`src/rtl/boot_pkg.sv`:
```
package boot_pkg;
    localparam logic [31:0] END_MARK = 32'hBAAD_F00D;

    typedef enum logic [2:0] {
        RX_IDLE, RX_START, RX_DATA, RX_STOP, RX_WAIT_HIGH
    } rx_state_e;

    typedef struct packed {
        logic        vld;
        logic [7:0]  data;
    } byte_t;

    typedef struct packed {
        logic        vld;
        logic [31:0] data;
    } word_t;

    function automatic logic is_end_mark(input logic [31:0] w);
        return w == END_MARK;
    endfunction
endpackage

```
`src/rtl/serial_rx.sv`:
```
module serial_rx
    import boot_pkg::*;
#(
    parameter int CLKS_PER_BIT = 868,
    localparam int CW = (CLKS_PER_BIT > 1) ? $clog2(CLKS_PER_BIT) : 1
) (
    input  logic  clk,
    input  logic  rst_n,
    input  logic  rx_i,
    output byte_t byte_o
);
    localparam logic [CW-1:0] FULL = CW'(CLKS_PER_BIT - 1);
    localparam logic [CW-1:0] HALF = CW'(CLKS_PER_BIT / 2 - 1);

    logic [1:0]  sync_q;
    logic        line;
    rx_state_e   st_q;
    logic [CW-1:0] cnt_q;
    logic [2:0]  bit_q;
    logic [7:0]  sh_q;

    assign line = sync_q[1];

    always_ff @(posedge clk) begin
        if (!rst_n) begin
            sync_q <= 2'b11;
            st_q   <= RX_IDLE;
            cnt_q  <= '0;
            bit_q  <= '0;
            sh_q   <= '0;
            byte_o <= '0;
        end else begin
            sync_q     <= {sync_q[0], rx_i};
            byte_o.vld <= 1'b0;
            case (st_q)
                RX_IDLE: begin
                    cnt_q <= '0;
                    if (!line) st_q <= RX_START;
                end
                RX_START: begin
                    if (cnt_q == HALF) begin
                        cnt_q <= '0;
                        bit_q <= '0;
                        st_q  <= line ? RX_IDLE : RX_DATA;
                    end else cnt_q <= cnt_q + 1'b1;
                end
                RX_DATA: begin
                    if (cnt_q == FULL) begin
                        cnt_q <= '0;
                        sh_q  <= {line, sh_q[7:1]};
                        if (bit_q == 3'd7) st_q <= RX_STOP;
                        bit_q <= bit_q + 1'b1;
                    end else cnt_q <= cnt_q + 1'b1;
                end
                RX_STOP: begin
                    if (cnt_q == FULL) begin
                        cnt_q <= '0;
                        if (line) begin
                            byte_o.vld  <= 1'b1;
                            byte_o.data <= sh_q;
                            st_q        <= RX_IDLE;
                        end else st_q <= RX_WAIT_HIGH;
                    end else cnt_q <= cnt_q + 1'b1;
                end
                default: if (line) st_q <= RX_IDLE;
            endcase
        end
    end


    byte_pulse_chk: assert property (@(posedge clk) disable iff (!rst_n)
        byte_o.vld |=> !byte_o.vld);

    bad_stop_chk: assert property (@(posedge clk) disable iff (!rst_n)
        (st_q == RX_WAIT_HIGH) |-> !byte_o.vld);
endmodule

```
`src/rtl/word_packer.sv`:
```
module word_packer
    import boot_pkg::*;
(
    input  logic  clk,
    input  logic  rst_n,
    input  byte_t byte_i,
    output word_t word_o
);
    logic [1:0]  idx_q;
    logic [23:0] acc_q;

    always_ff @(posedge clk) begin
        if (!rst_n) begin
            idx_q  <= '0;
            acc_q  <= '0;
            word_o <= '0;
        end else begin
            word_o.vld <= 1'b0;
            if (byte_i.vld) begin
                idx_q <= idx_q + 1'b1;
                if (idx_q == 2'd3) begin
                    word_o.vld  <= 1'b1;
                    word_o.data <= {byte_i.data, acc_q};
                end else begin
                    acc_q <= {byte_i.data, acc_q[23:8]};
                end
            end
        end
    end


    word_after_byte_chk: assert property (@(posedge clk) disable iff (!rst_n)
        word_o.vld |-> $past(byte_i.vld));
endmodule

```
`src/rtl/boot_ctrl.sv`:
```
module boot_ctrl
    import boot_pkg::*;
#(
    parameter int DEPTH = 1024,
    localparam int AW = (DEPTH > 1) ? $clog2(DEPTH) : 1
) (
    input  logic          clk,
    input  logic          rst_n,
    input  word_t         word_i,
    output logic          we_o,
    output logic [AW-1:0] addr_o,
    output logic [31:0]   wdata_o,
    output logic          run_o
);
    logic [AW:0] fill_q;
    logic        room;

    assign room = fill_q < (AW+1)'(DEPTH);

    always_ff @(posedge clk) begin
        if (!rst_n) begin
            fill_q  <= '0;
            we_o    <= 1'b0;
            addr_o  <= '0;
            wdata_o <= '0;
            run_o   <= 1'b0;
        end else begin
            we_o <= 1'b0;
            if (word_i.vld && !run_o) begin
                if (is_end_mark(word_i.data)) begin
                    run_o <= 1'b1;
                end else if (room) begin
                    we_o    <= 1'b1;
                    addr_o  <= fill_q[AW-1:0];
                    wdata_o <= word_i.data;
                    fill_q  <= fill_q + 1'b1;
                end
            end
        end
    end


    run_sticky_chk: assert property (@(posedge clk) disable iff (!rst_n)
        run_o |=> run_o);

    no_write_running_chk: assert property (@(posedge clk) disable iff (!rst_n)
        run_o |-> !we_o);

    marker_not_stored_chk: assert property (@(posedge clk) disable iff (!rst_n)
        we_o |-> (wdata_o != END_MARK));

    write_pulse_chk: assert property (@(posedge clk) disable iff (!rst_n)
        we_o |-> $past(word_i.vld));
endmodule

```
`src/rtl/uart_boot_loader.sv`:
```
module uart_boot_loader
    import boot_pkg::*;
#(
    parameter int CLKS_PER_BIT = 868,
    parameter int DEPTH = 1024,
    localparam int AW = (DEPTH > 1) ? $clog2(DEPTH) : 1
) (
    input  logic          clk,
    input  logic          rst_n,
    input  logic          rx_i,
    output logic          imem_we_o,
    output logic [AW-1:0] imem_addr_o,
    output logic [31:0]   imem_wdata_o,
    output logic          cpu_run_o
);
    byte_t rx_byte;
    word_t packed_word;

    serial_rx #(.CLKS_PER_BIT(CLKS_PER_BIT)) u_rx (
        .clk(clk), .rst_n(rst_n), .rx_i(rx_i), .byte_o(rx_byte)
    );

    word_packer u_pack (
        .clk(clk), .rst_n(rst_n), .byte_i(rx_byte), .word_o(packed_word)
    );

    boot_ctrl #(.DEPTH(DEPTH)) u_ctrl (
        .clk(clk), .rst_n(rst_n), .word_i(packed_word),
        .we_o(imem_we_o), .addr_o(imem_addr_o), .wdata_o(imem_wdata_o),
        .run_o(cpu_run_o)
    );
endmodule

```
`config.mk`:
```
export PLATFORM = sky130hd
export DESIGN_NAME = uart_boot_loader
export DESIGN_NICKNAME = d
export VERILOG_FILES = /design/src/rtl/boot_pkg.sv /design/src/rtl/serial_rx.sv /design/src/rtl/word_packer.sv /design/src/rtl/boot_ctrl.sv /design/src/rtl/uart_boot_loader.sv
export SDC_FILE = /design/constraint.sdc
export NUM_CORES = 1
export LEC_CHECK = 0
export ABC_CLOCK_PERIOD_IN_PS = 2100
export BUFFER_PORTS_ARGS = -buffer_cell sky130_fd_sc_hd__buf_2
export CORE_MARGIN = 4
export CORE_UTILIZATION = 59
export DETAILED_ROUTE_END_ITERATION = 7
export GPL_TIMING_DRIVEN = 1
export PLACE_DENSITY_LB_ADDON = 0.25
export SYNTH_ARGS = -nofsm -noshare
export SYNTH_HDL_FRONTEND = slang
export SYNTH_SLANG_ARGS = --single-unit
```
`constraint.sdc`:
```
create_clock -name clk -period 2.1 [get_ports clk]
set_input_delay 0.315 -clock clk [delete_from_list [all_inputs] [get_ports clk]]
set_output_delay 0.315 -clock clk [all_outputs]
set_load 0.05 [all_outputs]
```
==> impl_metrics.toml <==
[timing]
hold_viol_final = 0
fmax_ghz = 0.500
setup_ws_ns = 0.0989
tightest_slew_ns = 0.487
setup_tns_ns = 0
clock_skew_ns = 0.0101
rsz0062_at_grt = "no"
fin_crit_sh_pct = 95.3
slew_violations = 0
maxSlewHeadroom_pct = 67.5
setup_viol = 0
layout_min_cycle_time_ns = 2.00

[global_route]
grt_pass1_wl_mm = 19.5
grt_pass1_vias = 4155
overflow = 0
grt_max_degree = 85
grtUsageTotal_pct = 21.3
antenna_found_initial = 0

[critical_path]
cp_max_fo = 29
r2r_setup_slack_ns = 0.1
critPathLaunchType = "flip-flop"
worstReg2RegStart = "u_pack.word_o[2]"
worst-path-stages = 7
crit_slowest_cell = "nor4bb_1"
worstPathRequired_ns = 2.50
critPathTopFamily = "simple AND/OR/NAND/NOR gates"
worstSetupPathType = "flip-flop to flip-flop"
arrival_ns = 2.40
r2r_cells = 7
path_buf_inv = 2
cp-end-kind = "flip-flop"
cp_slowest_stage_delay_ns = 0.43
cp_cell_sequence = "nor4bb_1, nand4_1, buf_4, o21ai_4, buf_12, mux2i_1, nor2_1"
r2r_end = "u_ctrl.wdata_o[0]"

[yosys]
synth_seq_area_share_pct = 52.7
async_flop_share_pct = 0
synth_edf_count = 0
syn-num-nets = 635
syn_inst = 626
netlist_area_mm2 = 0.00566
syn_area_per_cell_um2 = 9.04
ys_ff_latch = 149
ys.flop_type = "dfxtp_1"
ys_types = 49
yosysWarnings = 0

[placed_design]
pre_cts_ws_ns = 0.104
io_buffers = 46
place_congestion = 0.875
dp_hpwl_mm = 7.60

[power_and_ir_drop]
ir_drop_uv = 596
p_leak_uw = 0.00291
powerDensity_mw_per_mm2 = 872

[clocking]
clkLatencyLatePin_ns = 0.52
htree_levels = 4
clock-sinks = 149
cts_buffers = 17
cts_tree = "done"
cts.clk_slew.worst_paths_ns = 0.06
cts_max_path_buffers = 2
root_buffer = "clkbuf_8"

[floorplanning]
die_h_um = 106
die_w_um = 106
core_area_mm2 = 0.00928
row_count = 35
start_util_pct = 60.9
die-area_mm2 = 0.0112
io_pins = 47

[status]
status = "finished clean"

[detailed_routing]
avgRoutedWirePerCell_um = 14.1
ant_nets = 0
first_pass_iters = 5
wl_mm = 11.5
remaining_drc_errors = 0
routed_via_density = 5.45
initialDrtViolationCount = 219
vias = 4446

[worst_hold_path]
min_from = "rst_n"
min_to = "u_rx.sync_q[0]"
worstHoldPathType = "primary input to flip-flop"
hold_path_depth = 3

[layout]
finalCoreUtilization_pct = 71.9
nNetsFinal = 683
layout-drive-gt1-share_pct = 15.4
antenna_cells = 0
area_growth_pct = 17.9

[run]
maxCapViolations = 0
cell usage after synthesis (2+ instances only):
cell / instances / area (um^2)
nor2_1: 76 / 285
clkbuf_1: 28 / 105
nand3_1: 11 / 55.1
nor3_1: 2 / 10.0
o21ai_0: 4 / 20.0
dfxtp_1: 149 / 2980
ha_1: 6 / 75.1
o21ai_1: 2 / 10.0
and2_1: 2 / 12.5
or3_1: 4 / 25.0
buf_4: 5 / 37.5
nand2b_1: 5 / 31.3
inv_1: 6 / 22.5
buf_2: 2 / 10.0
nor4bb_1: 3 / 30.0
a21oi_1: 65 / 325
nor4b_1: 2 / 17.5
o211ai_1: 2 / 15.0
nand2_1: 134 / 503
mux2i_1: 63 / 631
and4b_1: 3 / 30.0
nor2b_1: 2 / 12.5
o31ai_1: 4 / 30.0
and3_1: 5 / 31.3
xor2_1: 6 / 52.6
a31oi_1: 3 / 18.8
or4_1: 4 / 30.0
xnor2_1: 3 / 26.3
nand4_1: 5 / 31.3
kinds of logic after synthesis:
| kind of cell | after synthesis | synth area share [%] |
|---|---|---|
| and+or+nand+nor | 267 | 21.1 |
| DFF | 149 | 52.7 |
| AOI/OAI and AO/OA | 88 | 8.91 |
| muxes | 63 | 11.1 |
| buffers and inverters | 44 | 3.43 |
| xor gates and xnor gates | 9 | 1.39 |
| adders and majority gates | 6 | 1.33 |
placed cells by master, fill, tap and decap left out, drive strengths merged, types with 4 or more instances in the layout:
cell type	count
nand2b	5
o31ai	4
mux2i	63
ha	6
nand3	11
nand2	134
o21ai	7
dfxtp	149
nor2	76
inv	16
nand4	5
buf	65
a21oi	66
clkbuf	17
xor2	6
and3	5
or4	5
or3	4
how the worst max path moves through the flow:
stage                                 from           endpoint  slack [ns]
after floorplan              u_rx.cnt_q[0]      u_rx.bit_q[0]        0.30
after global placement       u_rx.cnt_q[2]       u_rx.st_q[1]        0.18
after detailed placement     u_rx.cnt_q[0]      u_rx.cnt_q[9]        0.10
after CTS                    u_rx.cnt_q[0]      u_rx.cnt_q[9]        0.04
after global routing         u_rx.cnt_q[0]       u_rx.st_q[1]       0.005
final                     u_pack.word_o[2]  u_ctrl.wdata_o[0]         0.1
tightest hold or removal path, stage by stage:
cell      delay (ns)
buf_2           0.11
buf_4           0.18
nand2b_1        0.07
per-stage QoR:
stage / cell area, um^2 / total power, uW / std cells / hold WS (ns)
after CTS: 6640 / 5840 / 812 / 0.184
after floorplan: 5660 / 2940 / 626 / 0.386
final: 6670 / 5820 / 816 / 0.198
after global placement: 6060 / 2960 / 779 / 0.394
after global routing: 6670 / 5990 / 816 / 0.195
after detailed placement: 6060 / 2960 / 779 / 0.409
flip-flops by register name, indices dropped and copies added, names as in the netlist:
signal,cells
u_ctrl.fill_q,11
u_rx.bit_q,3
u_rx.cnt_q,10
u_pack.idx_q,2
u_rx.byte_o,9
u_pack.word_o,33
u_ctrl.wdata_o,32
u_pack.acc_q,24
u_ctrl.we_o,1
u_rx.sync_q,2
u_ctrl.addr_o,10
u_rx.st_q,3
u_rx.sh_q,8
u_ctrl.run_o,1
layout make-up:
class,instances,area [um^2]
sequential,149,2980
multi-input combinational,433,2490
clock inverter,15,160
clock buffer,17,414
fill,715,2610
tap,129,161
inverter,7,27.5
timing repair buffer,66,433
power breakdown:
group | internal, uW | switching, uW
Clock | 1630 | 1290
Sequential | 2830 | 3.25
Combinational | 14.9 | 50.5
metal layers:
layer / vias to the layer above / track usage (%) / part of all wire (%) / wire, um
li1: 2211 / - / - / -
met3: 6 / 4.61 / 4.2 / 481
met4: 0 / 6.29 / 0.42 / 48
met2: 88 / 35.7 / 49 / 5630
met1: 2141 / 27.7 / 47 / 5380
met5: - / 0 / 0 / 0
repair_timing:
item                                    4_1_cts  5_1_grt
hold buffers                                  1        0
endpoints found under the hold margin         1        0
endpoints found under the setup margin        0       36
gates resized for setup                       0        1
setup buffers                                 0        4
(Power assumes the default switching activity.)
